File: src/rtl/twi_cmd_pkg.sv
package twi_cmd_pkg;

    localparam int BYTE_W   = 8;
    localparam int ADDR_W   = 7;
    localparam int STRAP_W  = 2;
    localparam int FIXED_W  = ADDR_W - STRAP_W;

    typedef enum logic [2:0] {
        ST_IDLE,
        ST_ADDR,
        ST_ADDR_ACK,
        ST_WR_BYTE,
        ST_WR_ACK,
        ST_RD_BYTE,
        ST_RD_ACK,
        ST_IGNORE
    } twi_state_e;

    typedef struct packed {
        logic scl_rise;
        logic scl_fall;
        logic scl_hi;
        logic sda;
        logic start;
        logic stop;
    } twi_bus_ev_t;

    function automatic logic addr_hit(
        input logic [ADDR_W-1:0]  rx_addr,
        input logic [FIXED_W-1:0] fixed_hi,
        input logic [STRAP_W-1:0] strap
    );
        return rx_addr == {fixed_hi, strap};
    endfunction

endpackage

File: src/rtl/twi_line_sync.sv
module twi_line_sync #(
    parameter int LINES  = 2,
    parameter int STAGES = 2
) (
    input  logic             clk,
    input  logic             rst,
    input  logic [LINES-1:0] din,
    output logic [LINES-1:0] dout
);

    for (genvar g = 0; g < LINES; g++) begin : g_line
        logic [STAGES-1:0] chain;
        always_ff @(posedge clk) begin
            if (rst) chain <= '1;
            else     chain <= {chain[STAGES-2:0], din[g]};
        end
        assign dout[g] = chain[STAGES-1];
    end

endmodule

File: src/rtl/twi_bus_events.sv
module twi_bus_events
    import twi_cmd_pkg::*;
(
    input  logic        clk,
    input  logic        rst,
    input  logic        scl_s,
    input  logic        sda_s,
    output twi_bus_ev_t ev
);

    logic scl_q;
    logic sda_q;

    always_ff @(posedge clk) begin
        if (rst) begin
            scl_q <= 1'b1;
            sda_q <= 1'b1;
        end else begin
            scl_q <= scl_s;
            sda_q <= sda_s;
        end
    end

    always_comb begin
        ev.scl_rise = scl_s & ~scl_q;
        ev.scl_fall = ~scl_s & scl_q;
        ev.scl_hi   = scl_s;
        ev.sda      = sda_s;
        ev.start    = scl_s & scl_q & sda_q & ~sda_s;
        ev.stop     = scl_s & scl_q & ~sda_q & sda_s;
    end

endmodule

File: src/rtl/twi_slave_fsm.sv
module twi_slave_fsm
    import twi_cmd_pkg::*;
#(
    parameter logic [FIXED_W-1:0] FIXED_ADDR = 5'b10010,
    parameter int                 RD_BYTES   = 2,
    localparam int                RD_W       = RD_BYTES * BYTE_W
) (
    input  logic               clk,
    input  logic               rst,
    input  twi_bus_ev_t        ev,
    input  logic [STRAP_W-1:0] strap,
    input  logic [RD_W-1:0]    rd_data,
    output logic               sda_pull,
    output logic [BYTE_W-1:0]  cmd,
    output logic               cmd_valid
);

    localparam int CNT_W = $clog2(BYTE_W + 1);
    localparam int IDX_W = $clog2(RD_BYTES + 1);
    localparam logic [CNT_W-1:0] CNT_FULL = CNT_W'(BYTE_W);
    localparam logic [CNT_W-1:0] CNT_LAST = CNT_W'(BYTE_W - 1);
    localparam logic [IDX_W-1:0] IDX_END  = IDX_W'(RD_BYTES);

    twi_state_e        state;
    logic [CNT_W-1:0]  bit_cnt;
    logic [BYTE_W-1:0] shreg;
    logic [BYTE_W-2:0] tx_rest;
    logic [RD_W-1:0]   rd_buf;
    logic [IDX_W-1:0]  rd_idx;
    logic              is_read;
    logic              cmd_taken;
    logic              master_ack;
    logic [BYTE_W-1:0] head_byte;

    assign head_byte = rd_buf[RD_W-1 -: BYTE_W];

    always_ff @(posedge clk) begin
        if (rst) begin
            state      <= ST_IDLE;
            bit_cnt    <= '0;
            shreg      <= '0;
            tx_rest    <= '0;
            rd_buf     <= '0;
            rd_idx     <= '0;
            is_read    <= 1'b0;
            cmd_taken  <= 1'b0;
            master_ack <= 1'b0;
            sda_pull   <= 1'b0;
            cmd        <= '0;
            cmd_valid  <= 1'b0;
        end else begin
            cmd_valid <= 1'b0;
            if (ev.stop) begin
                state    <= ST_IDLE;
                sda_pull <= 1'b0;
            end else if (ev.start) begin
                state    <= ST_ADDR;
                bit_cnt  <= '0;
                sda_pull <= 1'b0;
            end else begin
                case (state)
                    ST_ADDR, ST_WR_BYTE: begin
                        if (ev.scl_rise) begin
                            shreg   <= {shreg[BYTE_W-2:0], ev.sda};
                            bit_cnt <= bit_cnt + 1'b1;
                        end else if (ev.scl_fall && bit_cnt == CNT_FULL) begin
                            if (state == ST_ADDR) begin
                                if (addr_hit(shreg[BYTE_W-1:1], FIXED_ADDR, strap)) begin
                                    sda_pull  <= 1'b1;
                                    state     <= ST_ADDR_ACK;
                                    is_read   <= shreg[0];
                                    cmd_taken <= 1'b0;
                                    if (shreg[0]) rd_buf <= rd_data;
                                end else begin
                                    state <= ST_IGNORE;
                                end
                            end else begin
                                state <= ST_WR_ACK;
                                if (!cmd_taken) begin
                                    sda_pull  <= 1'b1;
                                    cmd       <= shreg;
                                    cmd_valid <= 1'b1;
                                    cmd_taken <= 1'b1;
                                end
                            end
                        end
                    end
                    ST_ADDR_ACK: begin
                        if (ev.scl_fall) begin
                            bit_cnt <= '0;
                            if (is_read) begin
                                sda_pull <= ~head_byte[BYTE_W-1];
                                tx_rest  <= head_byte[BYTE_W-2:0];
                                rd_buf   <= rd_buf << BYTE_W;
                                rd_idx   <= IDX_W'(1);
                                state    <= ST_RD_BYTE;
                            end else begin
                                sda_pull <= 1'b0;
                                state    <= ST_WR_BYTE;
                            end
                        end
                    end
                    ST_WR_ACK: begin
                        if (ev.scl_fall) begin
                            sda_pull <= 1'b0;
                            bit_cnt  <= '0;
                            state    <= ST_WR_BYTE;
                        end
                    end
                    ST_RD_BYTE: begin
                        if (ev.scl_fall) begin
                            if (bit_cnt == CNT_LAST) begin
                                sda_pull <= 1'b0;
                                state    <= ST_RD_ACK;
                            end else begin
                                sda_pull <= ~tx_rest[BYTE_W-2];
                                tx_rest  <= {tx_rest[BYTE_W-3:0], 1'b1};
                                bit_cnt  <= bit_cnt + 1'b1;
                            end
                        end
                    end
                    ST_RD_ACK: begin
                        if (ev.scl_rise) begin
                            master_ack <= ~ev.sda;
                        end else if (ev.scl_fall) begin
                            if (master_ack && rd_idx < IDX_END) begin
                                bit_cnt  <= '0;
                                sda_pull <= ~head_byte[BYTE_W-1];
                                tx_rest  <= head_byte[BYTE_W-2:0];
                                rd_buf   <= rd_buf << BYTE_W;
                                rd_idx   <= rd_idx + 1'b1;
                                state    <= ST_RD_BYTE;
                            end else begin
                                state <= ST_IGNORE;
                            end
                        end
                    end
                    default: ;
                endcase
            end
        end
    end


    pull_steady_chk: assert property (@(posedge clk) disable iff (rst)
        (ev.scl_hi && !ev.start && !ev.stop) |=> $stable(sda_pull));


    stop_idle_chk: assert property (@(posedge clk) disable iff (rst)
        ev.stop |=> (state == ST_IDLE && !sda_pull));


    start_restart_chk: assert property (@(posedge clk) disable iff (rst)
        ev.start |=> (state == ST_ADDR && bit_cnt == '0));


    cmd_pulse_chk: assert property (@(posedge clk) disable iff (rst)
        cmd_valid |=> !cmd_valid);


    first_cmd_only_chk: assert property (@(posedge clk) disable iff (rst)
        cmd_valid |-> !$past(cmd_taken));


    mismatch_quiet_chk: assert property (@(posedge clk) disable iff (rst)
        (state == ST_IGNORE && $past(state) == ST_ADDR) |-> !sda_pull);

endmodule

File: src/rtl/twi_cmd_slave.sv
module twi_cmd_slave
    import twi_cmd_pkg::*;
#(
    parameter int                 SYNC_STAGES = 2,
    parameter int                 RD_BYTES    = 2,
    parameter logic [FIXED_W-1:0] FIXED_ADDR  = 5'b10010,
    localparam int                RD_W        = RD_BYTES * BYTE_W
) (
    input  logic               clk,
    input  logic               rst,
    input  logic               scl_i,
    input  logic               sda_i,
    input  logic [STRAP_W-1:0] strap_i,
    input  logic [RD_W-1:0]    rd_data_i,
    output logic               sda_pull_o,
    output logic [BYTE_W-1:0]  cmd_o,
    output logic               cmd_valid_o
);

    logic [1:0]  lines_s;
    twi_bus_ev_t ev;

    twi_line_sync #(
        .LINES  (2),
        .STAGES (SYNC_STAGES)
    ) sync_i (
        .clk  (clk),
        .rst  (rst),
        .din  ({scl_i, sda_i}),
        .dout (lines_s)
    );

    twi_bus_events events_i (
        .clk   (clk),
        .rst   (rst),
        .scl_s (lines_s[1]),
        .sda_s (lines_s[0]),
        .ev    (ev)
    );

    twi_slave_fsm #(
        .FIXED_ADDR (FIXED_ADDR),
        .RD_BYTES   (RD_BYTES)
    ) fsm_i (
        .clk       (clk),
        .rst       (rst),
        .ev        (ev),
        .strap     (strap_i),
        .rd_data   (rd_data_i),
        .sda_pull  (sda_pull_o),
        .cmd       (cmd_o),
        .cmd_valid (cmd_valid_o)
    );

endmodule

File: config.mk
export PLATFORM = sky130hd
export DESIGN_NAME = twi_cmd_slave
export DESIGN_NICKNAME = d
export VERILOG_FILES = /design/src/rtl/twi_cmd_pkg.sv /design/src/rtl/twi_line_sync.sv /design/src/rtl/twi_bus_events.sv /design/src/rtl/twi_slave_fsm.sv /design/src/rtl/twi_cmd_slave.sv
export SDC_FILE = /design/constraint.sdc
export NUM_CORES = 1
export LEC_CHECK = 0
export CAP_MARGIN = 20
export CORE_MARGIN = 1.5
export CORE_UTILIZATION = 50
export CTS_BUF_LIST = sky130_fd_sc_hd__clkbuf_16
export DETAILED_ROUTE_END_ITERATION = 16
export PLACE_DENSITY = 0.75
export SLEW_MARGIN = 20
export SYNTH_ARGS = -nofsm -noshare
export SYNTH_HDL_FRONTEND = slang
export SYNTH_SLANG_ARGS = --single-unit
File: constraint.sdc
create_clock -name clk -period 2.1 [get_ports clk]
set_input_delay 0.525 -clock clk [delete_from_list [all_inputs] [get_ports clk]]
set_output_delay 0.525 -clock clk [all_outputs]
set_load 0.01 [all_outputs]
# [Word level (Yosys, flattened, before mapping)]
# Cells that the tools add are included.
[totals] register_bits=59 in_bits=22 out_inout_bits=10 word_cells=168
[op_classes] add_sub_neg=2 order_cmp=1 n_eq_ne=38 mux=65 n_bitwise=20 reduce_logical=25
[op_table] op="$mux W16" count=10
[op_table] op="$mux W7" count=7
[op_table] op="$pmux W16 S3" count=1
[op_table] op="$mux W3" count=11
[op_table] op="$mux W4" count=8
[op_table] op="$reduce_and A9 Y1" count=3
[op_table] op="$ne A2 B1 Y1 const B" count=11
[op_table] op="$ne A3 B2 Y1 const B" count=7
[op_table] op="$pmux W7 S3" count=1
[op_table] op="$ne A3 B3 Y1 const B" count=6
[op_table] op="$mux W1" count=17
[op_table] op="$pmux W4 S4" count=1
[op_table] op="$pmux W3 S5" count=1
[op_table] op="$reduce_and A7 Y1" count=2
[op_table] op="$not A1 Y1" count=13
[op_table] op="$reduce_and A13 Y1" count=1
[op_table] op="$mux W2" count=6
[op_table] op="$reduce_and A11 Y1" count=1
[op_table] op="$reduce_and A10 Y1" count=1
[op_table] op="$reduce_bool A5 Y1" count=2
[op_table] op="$eq A3 B3 Y1 const B" count=3
[op_table] op="$ne A2 B2 Y1 const B" count=4
[op_table] op="$reduce_and A4 Y1" count=2
[op_table] op="$reduce_and A8 Y1" count=1
[op_table] op="20 further kinds" count=31

# [Logic depth before layout (Yosys ltp)]
[logic_depth] depth_word=7 mapped_depth=7

# [Hierarchy]
# Synthesis repeated with hierarchy kept, for this count alone.
[unflattened] cells_unflattened=312 hier_area_um2=2961.6
[modules_own_cells] module="twi_slave_fsm" instances=1 cells_per_inst=292 area_per_inst_um2=2741.4
[modules_own_cells] module="twi_line_sync" instances=1 cells_per_inst=10 area_per_inst_um2=120.1
[modules_own_cells] module="twi_bus_events" instances=1 cells_per_inst=10 area_per_inst_um2=100.1

# [Worst setup path after synthesis]
# OpenSTA, ideal clock, no wires.
[synth_timing] path_kind="flip-flop to flip-flop" from="reg fsm_i.shreg[3]" to="reg fsm_i.rd_buf[10]" setup_time_ns=0.091 arrival_ns=1.996 required_time_ns=2.009 slack_ns=0.013 stages_incl_launch_ff=7 n_path_buf=1 period_less_slack_ns=2.087 path_cell_list="dfxtp_1 or4b_1 or4_1 buf_2 o21ai_4 a31oi_1 a311oi_1"
[synth_between] elab_chain_len=3
[synth_rtl] element="from (decl)" line_no="twi_slave_fsm.sv:26" rtl="logic [BYTE_W-1:0] shreg;"
[synth_rtl] element="from (signal assigned)" line_no="twi_slave_fsm.sv:64" rtl="shreg <= {shreg[BYTE_W-2:0], ev.sda};"
[synth_rtl] element="$eq A7 B7 Y1" line_no="twi_cmd_pkg.sv:33" rtl="return rx_addr == {fixed_hi, strap};"
[synth_rtl] element="$ne A2 B1 Y1 (no source line)"
[synth_rtl] element="$reduce_and A13 Y1 (no source line)"
[synth_rtl] element="to (signal assigned)" line_no="twi_slave_fsm.sv:73" rtl="if (shreg[0]) rd_buf <= rd_data;"
[synth_rtl] element="to (signal assigned)" line_no="twi_slave_fsm.sv:94" rtl="rd_buf <= rd_buf << BYTE_W;"
[synth_rtl] element="to (signal assigned)" line_no="twi_slave_fsm.sv:130" rtl="rd_buf <= rd_buf << BYTE_W;"
[synth_rtl] element="to (decl)" line_no="twi_slave_fsm.sv:28" rtl="logic [RD_W-1:0] rd_buf;"
# Every way passes these cells.
# A chain may end at the register's enable or synchronous reset.

# [Worst setup path after layout]
[layout_timing] from="reg fsm_i.shreg[6]" to="reg fsm_i.rd_buf[14]"
# Same word-level chain as after synthesis.

==> results_dict.tcl <==
set metrics [dict create \
    cts_hold_buf 0 \
    synth_commonest_cells "sky130_fd_sc_hd__dfxtp_1 (59), sky130_fd_sc_hd__nand2_1 (43), sky130_fd_sc_hd__a21oi_1 (32)" \
    dr_total_vias 2640 \
    cts_tree "done" \
    initial_utilization_pct 52.7 \
    max_fanout_on_critical_path 8 \
    synth-seq-cells 59 \
    viasPerCell 5.92 \
    cts-buffers-inserted 9 \
    placement_rows 26 \
    gp_congestion 0.921 \
    layout.cell_area.non_filler_um2 3590 \
    post_synthesis_simple_gate_area_fraction_pct 22.6 \
    yosys_warnings 0 \
    syn_area_per_cell_um2 8.49 \
    finalSetupTns_ps -142 \
    result_of_the_run "finished with violations" \
    detail_route.drc_violations 0 \
    nets 397 \
    global_route_wire_length_before_repair_um 11800 \
    wirelength_um 6800 \
    remaining_overflow_grt 0 \
    port_buffers 31 \
    vias_in_the_first_global_route 2437 \
    synthesis.nets 347 \
    synth_edf_count 0 \
    crit_path_start_kind "register" \
    cp.required_ps 2330 \
    pwr_density_cell_nw_per_um2 733 \
    final_period_minus_worst_setup_slack_ps 2150 \
    synthArstFlopShare_pct 0 \
    critPathCaptureType "register" \
    worstSetupPathType "register to register" \
    post_synth_adder_cell_area_pct 0.913 \
    maximum_capacitance_violations 0 \
    avgRoutedWirePerCell_um 15.2 \
    track_usage_pct 24.9 \
    boundaryPins 32 \
    postRouteAntennaNets 0 \
    report.final.setup_viol 7 \
    grt_setup_unrepaired "true" \
    syn2layout_area_growth_pct 30.9 \
    antenna_cells 0 \
    core_area_um2 5200 \
    final_layout_size_suffix_gt1_share_pct 14.9 \
    finalPower_w 0.00263 \
    whs_ps 402 \
    achievable-frequency_mhz 465 \
    clkSlewWorstSetupHoldPaths_ps 50 \
    final-hold-violation-count 0 \
    worst_skew_pair.late_latency_ps 320 \
    post-synth-top-area-fraction_pct 43.1 \
    finClkSkew_ps 5.14 \
    detailedRoute.firstIterationViolations 212 \
    synth-seq-area-share_pct 43.1 \
    synthesis.instances 323 \
    hold_path_class "register to register" \
    synthMostInstantiatedCell "sky130_fd_sc_hd__dfxtp_1" \
    grt_antenna_before_repair 0 \
    clock-root-buffer "sky130_fd_sc_hd__clkbuf_16" \
    period_share_pct 102 \
    die_height_um 77.0 \
    detailedRoute.firstPassIterationCount 5 \
    combinational_family_with_the_most_area_after_synthesis "simple AND/OR/NAND/NOR gates" \
    post_dp_cell_area_um2 3250 \
    dp_worst_setup_slack_ps -384 \
    fin_ws_ps -51.5 \
    dp_hpwl_um 4550 \
    ctsLongestPathBuffers 2 \
    die_area_um2 5940 \
    pin_count_of_the_biggest_net_entering_global_routing 53 \
    report.final.slew_viol_count 0 \
    arrival_ps 2380 \
    synth.distinct_cells 48 \
    synth_compound_gate_area_share_pct 22.2 \
    transition_time_at_the_pin_with_the_least_slew_margin_ps 640 \
    synthFlopType "sky130_fd_sc_hd__dfxtp_1" \
    timing.slew.headroom_pct 56.7 \
    floorplan.die.width_um 77.0 \
    violated_checks "setup timing" \
    synth_xor_area_share_pct 0.958 \
    p_leak_nw 1.27 \
    synth.area.mux_share_pct 6.62 \
    synth.area.top_cells "sky130_fd_sc_hd__dfxtp_1 (43%), sky130_fd_sc_hd__mux2i_1 (6.2%), sky130_fd_sc_hd__nand2_1 (5.9%), sky130_fd_sc_hd__a21oi_1 (5.8%), sky130_fd_sc_hd__a311oi_1 (4.5%)" \
    syn_area_um2 2740 \
    cts-htree-levels 3 \
    power.ir.vdd_worst_v 0.000692 \
    cts_sinks 59 \
    synth_top_cell_by_area "sky130_fd_sc_hd__dfxtp_1" \
]
## registers in the layout, summed over array words and instances, names as in the netlist
register / cells
fsm_i.cmd_valid: 1
fsm_i.is_read: 1
sync_i.g_line.chain: 4
fsm_i.shreg: 8
fsm_i.bit_cnt: 4
fsm_i.sda_pull: 1
fsm_i.master_ack: 1
fsm_i.rd_idx: 2
fsm_i.rd_buf: 16
fsm_i.cmd: 8
fsm_i.tx_rest: 7
events_i.scl_q: 1
events_i.sda_q: 1
fsm_i.cmd_taken: 1
fsm_i.state: 3
## path summary, 6_finish.rpt
path,startpoint,end,slack [ps],cells past startpoint
worst min register to register,sync_i.g_line[1].chain[0]$_SDFF_PP1_,sync_i.g_line[1].chain[1]$_SDFF_PP1_,400,1
worst max register to register,fsm_i.shreg[6]$_SDFFE_PP0P_,fsm_i.rd_buf[14]$_SDFFE_PP0P_,-50,5
worst max-delay path,fsm_i.shreg[6]$_SDFFE_PP0P_,fsm_i.rd_buf[14]$_SDFFE_PP0P_,-50,5
worst min-delay path,sync_i.g_line[1].chain[0]$_SDFF_PP1_,sync_i.g_line[1].chain[1]$_SDFF_PP1_,400,1
## layout by cell type (no fill, tap or decap), types with 2 or more instances in the layout
master	count
sky130_fd_sc_hd__o211ai_1	2
sky130_fd_sc_hd__o21ai_0	10
sky130_fd_sc_hd__nand2_1	43
sky130_fd_sc_hd__nor3b_1	2
sky130_fd_sc_hd__a21oi_1	32
sky130_fd_sc_hd__nand3b_1	4
sky130_fd_sc_hd__o31ai_1	9
sky130_fd_sc_hd__nand2b_1	8
sky130_fd_sc_hd__inv_1	7
sky130_fd_sc_hd__clkdlybuf4s50_1	30
sky130_fd_sc_hd__clkbuf_16	9
sky130_fd_sc_hd__buf_4	26
sky130_fd_sc_hd__ha_1	2
sky130_fd_sc_hd__xor2_1	3
sky130_fd_sc_hd__nand3_1	5
sky130_fd_sc_hd__nand4_1	8
sky130_fd_sc_hd__mux2i_1	17
sky130_fd_sc_hd__nor2b_1	7
sky130_fd_sc_hd__a311oi_1	14
sky130_fd_sc_hd__buf_6	2
sky130_fd_sc_hd__nor2_1	20
sky130_fd_sc_hd__nor3_4	2
sky130_fd_sc_hd__a31oi_1	11
sky130_fd_sc_hd__clkinv_2	2
sky130_fd_sc_hd__nor3_1	8
sky130_fd_sc_hd__and2_1	2
sky130_fd_sc_hd__dfxtp_1	58
sky130_fd_sc_hd__or2_2	5
sky130_fd_sc_hd__nor2_2	2
## layout make-up
class	count	area (um^2)
fillers	440	1620
multi-input cells	238	1500
flip-flops and latches	59	1180
repair buffers	59	523
clock buffers	9	225
well taps	70	87.6
clock inverters	5	47.5
inverters	6	22.5
## worst max-delay path: stages, from the launching register on
cell,delay (ps)
sky130_fd_sc_hd__dfxtp_2,310
sky130_fd_sc_hd__or4b_4,530
sky130_fd_sc_hd__or4_4,580
sky130_fd_sc_hd__o21ai_4,250
sky130_fd_sc_hd__a31oi_1,130
sky130_fd_sc_hd__a311oi_1,250
## per-stage QoR
step	instances	util (%)
2_1_floorplan	323	-
3_3_place_gp	430	62.5
3_5_place_dp	430	62.5
4_1_cts	446	68.7
5_1_grt	446	68.9
6_report	446	68.9
## report_power, final
part | total, W | switching, W | internal (W)
logic | 0.000138 | 0.0000744 | 0.0000638
clock network | 0.00135 | 0.000466 | 0.000888
registers | 0.00114 | 0.00000730 | 0.00113
total | 0.00263 | 0.000548 | 0.00208
## layer usage
layer | wire, um | global-route usage, % | vias to the layer above
met4 | 121 | 10.4 | 0
met2 | 3240 | 37.6 | 92
li1 | - | - | 1284
met5 | 0 | 0 | -
met1 | 3090 | 34.3 | 1249
met3 | 355 | 5.60 | 15
## cell families (layout without fill, tap and decap cells)
| group | Yosys count | count (layout) |
|---|---|---|
| muxes | 18 | 18 |
| DFF | 59 | 59 |
| xor gates and xnor gates | 3 | 3 |
| adders and majority gates | 2 | 2 |
| and+or+nand+nor | 123 | 123 |
| AOI/OAI and AO/OA | 92 | 92 |
| buffers and inverters | 26 | 79 |
## what timing repair did
| item | in CTS | in global routing |
|---|---|---|
| setup buffers | 2 | 0 |
| gates resized for setup | 7 | 2 |
| pin swaps | 24 | 9 |
| setup endpoints to repair | 18 | 20 |
No activity file was read; power rests on OpenSTA's default activity.
